[src/rtl/tec_pkg.sv]
package tec_pkg;
  localparam int DATA_W     = 32;
  localparam int NUM_TASK   = 4;
  localparam int NUM_EVT    = 5;
  localparam int TASK_BASE  = 'h000;
  localparam int EVT_BASE   = 'h100;
  localparam int LINK_OFS   = 'h080;
  localparam int SHORT_ADDR = 'h200;
  localparam int MASK_SET   = 'h304;
  localparam int MASK_CLR   = 'h308;
  localparam int ON_ADDR    = 'h400;
  localparam int LINK_EN    = 31;
  localparam int TASK_START = 0;
  localparam int EVT_BOTH   = 2;
endpackage

[src/rtl/tec_task_unit.sv]
module tec_task_unit #(
  parameter int CH_W = 5
) (
  input  logic                 clk,
  input  logic                 rst_n,
  input  logic                 enable,
  input  logic                 sw_fire,
  input  logic                 hw_fire,
  input  logic                 cfg_we,
  input  logic                 cfg_en,
  input  logic [CH_W-1:0]      cfg_ch,
  input  logic [(1<<CH_W)-1:0] ch_in,
  output logic                 strobe,
  output logic                 link_en,
  output logic [CH_W-1:0]      link_ch
);
  logic            strobe_d;
  logic            link_en_d;
  logic [CH_W-1:0] link_ch_d;

  always_comb begin
    link_en_d = link_en;
    link_ch_d = link_ch;
    if (cfg_we) begin
      link_en_d = cfg_en;
      link_ch_d = cfg_ch;
    end
    strobe_d = enable & (sw_fire | hw_fire | (link_en & ch_in[link_ch]));
  end

  always_ff @(posedge clk or negedge rst_n) begin
    if (!rst_n) begin
      strobe  <= 1'b0;
      link_en <= 1'b0;
      link_ch <= '0;
    end else begin
      strobe  <= strobe_d;
      link_en <= link_en_d;
      link_ch <= link_ch_d;
    end
  end


  task_blocked_chk: assert property (@(posedge clk) disable iff (!rst_n)
    !enable |=> !strobe);

  task_fire_chk: assert property (@(posedge clk) disable iff (!rst_n)
    (enable && sw_fire) |=> strobe);
endmodule

[src/rtl/tec_event_unit.sv]
module tec_event_unit #(
  parameter int CH_W = 5
) (
  input  logic                 clk,
  input  logic                 rst_n,
  input  logic                 enable,
  input  logic                 pulse,
  input  logic                 clr_req,
  input  logic                 cfg_we,
  input  logic                 cfg_en,
  input  logic [CH_W-1:0]      cfg_ch,
  output logic                 flag,
  output logic                 link_en,
  output logic [CH_W-1:0]      link_ch,
  output logic [(1<<CH_W)-1:0] pub_vec
);
  logic            flag_d;
  logic            link_en_d;
  logic [CH_W-1:0] link_ch_d;
  logic            hit;

  always_comb begin
    hit       = enable & pulse;
    flag_d    = hit | (flag & ~clr_req);
    link_en_d = link_en;
    link_ch_d = link_ch;
    if (cfg_we) begin
      link_en_d = cfg_en;
      link_ch_d = cfg_ch;
    end
    pub_vec = '0;
    if (hit && link_en) pub_vec[link_ch] = 1'b1;
  end

  always_ff @(posedge clk or negedge rst_n) begin
    if (!rst_n) begin
      flag    <= 1'b0;
      link_en <= 1'b0;
      link_ch <= '0;
    end else begin
      flag    <= flag_d;
      link_en <= link_en_d;
      link_ch <= link_ch_d;
    end
  end


  pulse_wins_chk: assert property (@(posedge clk) disable iff (!rst_n)
    (enable && pulse) |=> flag);

  flag_clear_chk: assert property (@(posedge clk) disable iff (!rst_n)
    (clr_req && !(enable && pulse)) |=> !flag);

  flag_hold_off_chk: assert property (@(posedge clk) disable iff (!rst_n)
    (!enable && !flag) |=> !flag);
endmodule

[src/rtl/tec_top.sv]
module tec_top
  import tec_pkg::*;
#(
  parameter int ADDR_W = 12,
  parameter int CH_W   = 5
) (
  input  logic                 clk,
  input  logic                 rst_n,
  input  logic [ADDR_W-1:0]    bus_addr,
  input  logic                 bus_we,
  input  logic [DATA_W-1:0]    bus_wdata,
  output logic [DATA_W-1:0]    bus_rdata,
  input  logic [NUM_EVT-1:0]   evt_pulse,
  output logic [NUM_TASK-1:0]  task_strobe,
  output logic                 irq,
  input  logic [(1<<CH_W)-1:0] ch_in,
  output logic [(1<<CH_W)-1:0] ch_out
);
  localparam int NUM_CH = 1 << CH_W;

  logic                enable_q, enable_d;
  logic                short_q, short_d;
  logic [NUM_EVT-1:0]  mask_q, mask_d;
  logic [NUM_CH-1:0]   ch_out_d;
  logic [NUM_EVT-1:0]  flags;
  logic [NUM_TASK-1:0] t_link_en;
  logic [CH_W-1:0]     t_link_ch [NUM_TASK];
  logic [NUM_EVT-1:0]  e_link_en;
  logic [CH_W-1:0]     e_link_ch [NUM_EVT];
  logic [NUM_CH-1:0]   e_pub [NUM_EVT];
  logic                wdata_unused;

  assign wdata_unused = ^bus_wdata;

  for (genvar i = 0; i < NUM_TASK; i++) begin : g_task
    logic hw;
    if (i == TASK_START) begin : g_short
      assign hw = short_q & evt_pulse[EVT_BOTH];
    end else begin : g_none
      assign hw = 1'b0;
    end
    tec_task_unit #(.CH_W(CH_W)) u_task (
      .clk     (clk),
      .rst_n   (rst_n),
      .enable  (enable_q),
      .sw_fire (bus_we && bus_addr == ADDR_W'(TASK_BASE + 4*i) && bus_wdata[0]),
      .hw_fire (hw),
      .cfg_we  (bus_we && bus_addr == ADDR_W'(TASK_BASE + LINK_OFS + 4*i)),
      .cfg_en  (bus_wdata[LINK_EN]),
      .cfg_ch  (bus_wdata[CH_W-1:0]),
      .ch_in   (ch_in),
      .strobe  (task_strobe[i]),
      .link_en (t_link_en[i]),
      .link_ch (t_link_ch[i])
    );
  end

  for (genvar j = 0; j < NUM_EVT; j++) begin : g_evt
    tec_event_unit #(.CH_W(CH_W)) u_evt (
      .clk     (clk),
      .rst_n   (rst_n),
      .enable  (enable_q),
      .pulse   (evt_pulse[j]),
      .clr_req (bus_we && bus_addr == ADDR_W'(EVT_BASE + 4*j) && !bus_wdata[0]),
      .cfg_we  (bus_we && bus_addr == ADDR_W'(EVT_BASE + LINK_OFS + 4*j)),
      .cfg_en  (bus_wdata[LINK_EN]),
      .cfg_ch  (bus_wdata[CH_W-1:0]),
      .flag    (flags[j]),
      .link_en (e_link_en[j]),
      .link_ch (e_link_ch[j]),
      .pub_vec (e_pub[j])
    );
  end

  always_comb begin
    enable_d = enable_q;
    short_d  = short_q;
    mask_d   = mask_q;
    if (bus_we) begin
      if (bus_addr == ADDR_W'(ON_ADDR))    enable_d = bus_wdata[0];
      if (bus_addr == ADDR_W'(SHORT_ADDR)) short_d  = bus_wdata[0];
      if (bus_addr == ADDR_W'(MASK_SET))   mask_d   = mask_q | bus_wdata[NUM_EVT-1:0];
      if (bus_addr == ADDR_W'(MASK_CLR))   mask_d   = mask_q & ~bus_wdata[NUM_EVT-1:0];
    end
    ch_out_d = '0;
    for (int j = 0; j < NUM_EVT; j++) ch_out_d = ch_out_d | e_pub[j];
  end

  always_ff @(posedge clk or negedge rst_n) begin
    if (!rst_n) begin
      enable_q <= 1'b0;
      short_q  <= 1'b0;
      mask_q   <= '0;
      ch_out   <= '0;
    end else begin
      enable_q <= enable_d;
      short_q  <= short_d;
      mask_q   <= mask_d;
      ch_out   <= ch_out_d;
    end
  end

  always_comb begin
    bus_rdata = '0;
    if (bus_addr == ADDR_W'(ON_ADDR))    bus_rdata[0] = enable_q;
    if (bus_addr == ADDR_W'(SHORT_ADDR)) bus_rdata[0] = short_q;
    if (bus_addr == ADDR_W'(MASK_SET) || bus_addr == ADDR_W'(MASK_CLR))
      bus_rdata[NUM_EVT-1:0] = mask_q;
    for (int i = 0; i < NUM_TASK; i++) begin
      if (bus_addr == ADDR_W'(TASK_BASE + LINK_OFS + 4*i)) begin
        bus_rdata[LINK_EN]    = t_link_en[i];
        bus_rdata[CH_W-1:0]   = t_link_ch[i];
      end
    end
    for (int j = 0; j < NUM_EVT; j++) begin
      if (bus_addr == ADDR_W'(EVT_BASE + 4*j)) bus_rdata[0] = flags[j];
      if (bus_addr == ADDR_W'(EVT_BASE + LINK_OFS + 4*j)) begin
        bus_rdata[LINK_EN]    = e_link_en[j];
        bus_rdata[CH_W-1:0]   = e_link_ch[j];
      end
    end
  end

  assign irq = |(flags & mask_q);


  irq_masked_chk: assert property (@(posedge clk) disable iff (!rst_n)
    (bus_we && bus_addr == ADDR_W'(MASK_CLR) && (&bus_wdata[NUM_EVT-1:0])) |=> !irq);

  shortcut_chk: assert property (@(posedge clk) disable iff (!rst_n)
    (short_q && enable_q && evt_pulse[EVT_BOTH]) |=> task_strobe[TASK_START]);

  publish_off_chk: assert property (@(posedge clk) disable iff (!rst_n)
    !enable_q |=> (ch_out == '0));
endmodule

[config.mk]
export PLATFORM = sky130hd
export DESIGN_NAME = tec_top
export DESIGN_NICKNAME = d
export VERILOG_FILES = /design/src/rtl/tec_pkg.sv /design/src/rtl/tec_task_unit.sv /design/src/rtl/tec_event_unit.sv /design/src/rtl/tec_top.sv
export SDC_FILE = /design/constraint.sdc
export NUM_CORES = 1
export LEC_CHECK = 0
export ABC_CLOCK_PERIOD_IN_PS = 10120
export BUFFER_PORTS_ARGS = -buffer_cell sky130_fd_sc_hd__buf_2
export CAP_MARGIN = 5
export CORE_UTILIZATION = 37
export CTS_BUF_LIST = sky130_fd_sc_hd__clkbuf_4
export DETAILED_ROUTE_END_ITERATION = 7
export GPL_TIMING_DRIVEN = 0
export SLEW_MARGIN = 20
export SYNTH_ARGS = -nofsm -noshare
export SYNTH_HDL_FRONTEND = slang
export SYNTH_SLANG_ARGS = --single-unit
[constraint.sdc]
create_clock -name clk -period 10.12 [get_ports clk]
set_input_delay 3.036 -clock clk [delete_from_list [all_inputs] [get_ports clk]]
set_output_delay 3.036 -clock clk [all_outputs]
set_load 0.01 [all_outputs]
==> flow_metrics.py <==
metrics = {
    "routing": {
        "dr.first_iter.drc_count": 794,
        "drt-vias-per-instance": 5.92,
        "routed_wl_um": 23400,
        "drc_errors": 0,
        "drt_first_pass_iters": 5,
        "vias": 6616,
        "drt-wirelength-per-cell_um": 20.9,
        "ant_nets": 0,
    },
    "power_and_ir_drop": {
        "p_leak_nw": 3.54,
        "vdd_ir_drop_max_v": 0.0000487,
        "p_per_area_mw_per_mm2": 87.9,
    },
    "layout": {
        "drive_gt1_share_pct": 32.5,
        "nNetsFinal": 935,
        "fin_util_pct": 43.9,
        "final-instance-count-excl-fill": 1117,
        "area_delta_synth_final_pct": 15.0,
    },
    "hold_path": {
        "hp-start": "short_q",
        "hold_depth": 1,
        "hold_class": "flip-flop to flip-flop",
    },
    "sta": {
        "worst_clock_skew_ps": 34.2,
        "relSlewSlack_pct": 35.9,
        "finalSetupTns_ps": 0,
        "hold_violations": 0,
        "maxSlewViolCount": 0,
        "finalSetupViolCount": 0,
        "tightest_slew_ps": 953,
        "max_freq_ghz": 0.121,
        "period_minus_slack_ps": 8260,
        "fin_crit_sh_pct": 81.6,
        "rsz0062_at_grt": "false",
    },
    "clock_network": {
        "cts-root-buf": "clkbuf_4",
        "cts_made_buffers": 9,
        "htreeDepth": 3,
        "clk_pin_slew_ps": 180,
        "cts_tree": "done",
        "post_cts_buffers": 0,
        "clk_latency_ps": 510,
        "cts.sinks": 102,
        "ctsLongestPathBuffers": 2,
        "cts_hold_repair.buffers": 0,
        "cts_resized": 0,
    },
    "critical_path": {
        "crit_cells": 7,
        "crit_family": "simple AND/OR/NAND/NOR gates",
        "reg2regPathDepth": 6,
        "timing_worst_setup_path_type": "primary input to output port",
        "r2r-start": "enable_q",
        "worst-path-buf-inv": 2,
        "crit_path_start_kind": "primary input",
        "worstSetupEndpointType": "output port",
        "startpoint": "bus_addr[9]",
        "cp_common_cell": "buf_2",
        "crit_path_max_fanout": 9,
        "crit_path_top_delay_cell": "nor4_1",
        "cp.required_ps": 7080,
        "cpPeakStageDelay_ps": 820,
        "worstPathArrival_ps": 5220,
        "crit_chain": "buf_2 > nor4_1 > nand3_1 > o2bb2ai_1 > a22oi_1 > o21ai_0 > buf_2",
    },
    "yosys": {
        "synth-edff-count": 0,
        "synth.most_common_cell": "dfrtp_1",
        "postSynthCellCount": 718,
        "synth_top_area_cell": "dfrtp_1",
        "ys_ff_latch": 102,
        "async_flop_share_pct": 100,
        "yosysTopAreaCellShare_pct": 35.4,
        "synth_commonest_cells": "dfrtp_1, nor2_1, mux2_2, nand2_1, o22ai_1",
        "synth.distinct_cells": 63,
        "yosys_warnings": 0,
        "synth.cell_area_mm2": 0.00721,
        "yosysSeqAreaShare_pct": 35.4,
        "syn_area_per_cell_um2": 10.0,
        "synth_area_leaders": "dfrtp_1, mux4_2, mux2_2, o22ai_1, o221ai_1",
        "ys.flop_type": "dfrtp_1",
    },
    "grt": {
        "track_usage_pct": 23.8,
        "overflow": 0,
        "grt_max_degree": 76,
        "antenna_found_initial": 1,
        "grt_pass1_wl_um": 36000,
        "first_global_vias": 6194,
    },
    "floorplan": {
        "initial_core_util_pct": 38.2,
        "chipWidth_um": 142,
        "die_h_um": 142,
        "ios": 153,
        "core_area_mm2": 0.0189,
        "core.rowCount": 50,
        "die_area_mm2": 0.0200,
    },
    "place": {
        "gp_congestion": 0.922,
        "numPortBuffers": 96,
        "dpl.cell_count": 1100,
        "dp_hpwl_um": 16800,
    },
    "run": {
        "drv_cap": 0,
    },
    "status": {
        "outcome": "finished, final reports clean",
    },
}
==> metal layers <==
layer,global-route usage [%],wire [um],vias up
li1,-,-,2964
met2,35.2,10300,398
met5,0,0,-
met3,3.81,2050,54
met1,35.2,10400,3200
met4,8.09,585,0
==> worst register-to-register path: cells and delay by family, from the launching register on <==
family | cells | cell delay, ps
AOI/OAI and AO/OA | 2 | 390
buffers and inverters | 3 | 1580
DFF | 1 | 350
and+or+nand+nor | 1 | 250
==> kinds of logic after synthesis <==
kind of cell | share of synthesized area [%]
compound gates | 14.5
simple gates | 18.7
buf+inv | 7.24
other cells | 0.0520
flops | 35.4
mux | 24.1
==> where the power goes <==
group / leakage [nW] / switching [mW] / internal [mW]
sequential: 1.42 / 0.00234 / 0.410
clock: 0.0734 / 0.149 / 0.0793
combinational: 2.04 / 0.0518 / 0.0363
total: 3.54 / 0.203 / 0.526
==> final timing paths <==
kind | end | slack, ps
max | bus_rdata[4] | 1860
max in group asynchronous | g_evt[3].u_evt.link_ch[3] | 7080
max reg2reg | g_task[0].u_task.strobe | 7520
min in group asynchronous | ch_out[9] | 2370
min | short_q | 570
min reg2reg | short_q | 570
==> per-stage QoR <==
step	area [um^2]	total power [mW]	hold slack, ps	worst slack, ps
2_1_floorplan	7300	0.465	486	2480
3_3_place_gp	8110	0.504	530	1910
3_5_place_dp	8140	0.506	536	1930
4_1_cts	8280	0.734	573	1920
5_1_grt	8290	0.756	593	1840
6_report	8290	0.729	570	1860
==> state kept, by name (all words and copies together) (netlist names), named ones only <==
signal and count:
g_evt.u_evt.link_en 5, ch_out 32, g_task.u_task.strobe 4, g_task.u_task.link_ch 20
enable_q 1, g_evt.u_evt.link_ch 25, g_evt.u_evt.flag 5, short_q 1
g_task.u_task.link_en 4
==> placed cells by master (no fill, tap or decap), drive strengths merged, types with 5 or more instances in the layout <==
cell     instances
buf            146
dfrtp          102
mux2            68
nor2            65
clkbuf          49
nand2           44
o22ai           40
mux4            32
o221ai          28
nand3           27
conb            26
o21ai           23
mux2i           21
or3             19
nand3b          17
inv             16
nor3            11
a21oi            9
nor3b            8
or2              7
nand2b           7
nand4            7
a2bb2oi          6
a31oi            6
nor2b            6
a22oi            5
nor4             5
or4b             5
==> cell type report <==
cell class	instances	area [um^2]
diodes	1	2.50
plain buffers	88	469
clock buffers	10	75.1
clock inverters	6	67.6
fillers	1911	10600
inverters	14	52.6
multi-input cells	539	4230
flip-flops and latches	102	2550
well taps	260	325
repair buffers	97	514
No activity file was read; power rests on OpenSTA's default activity.
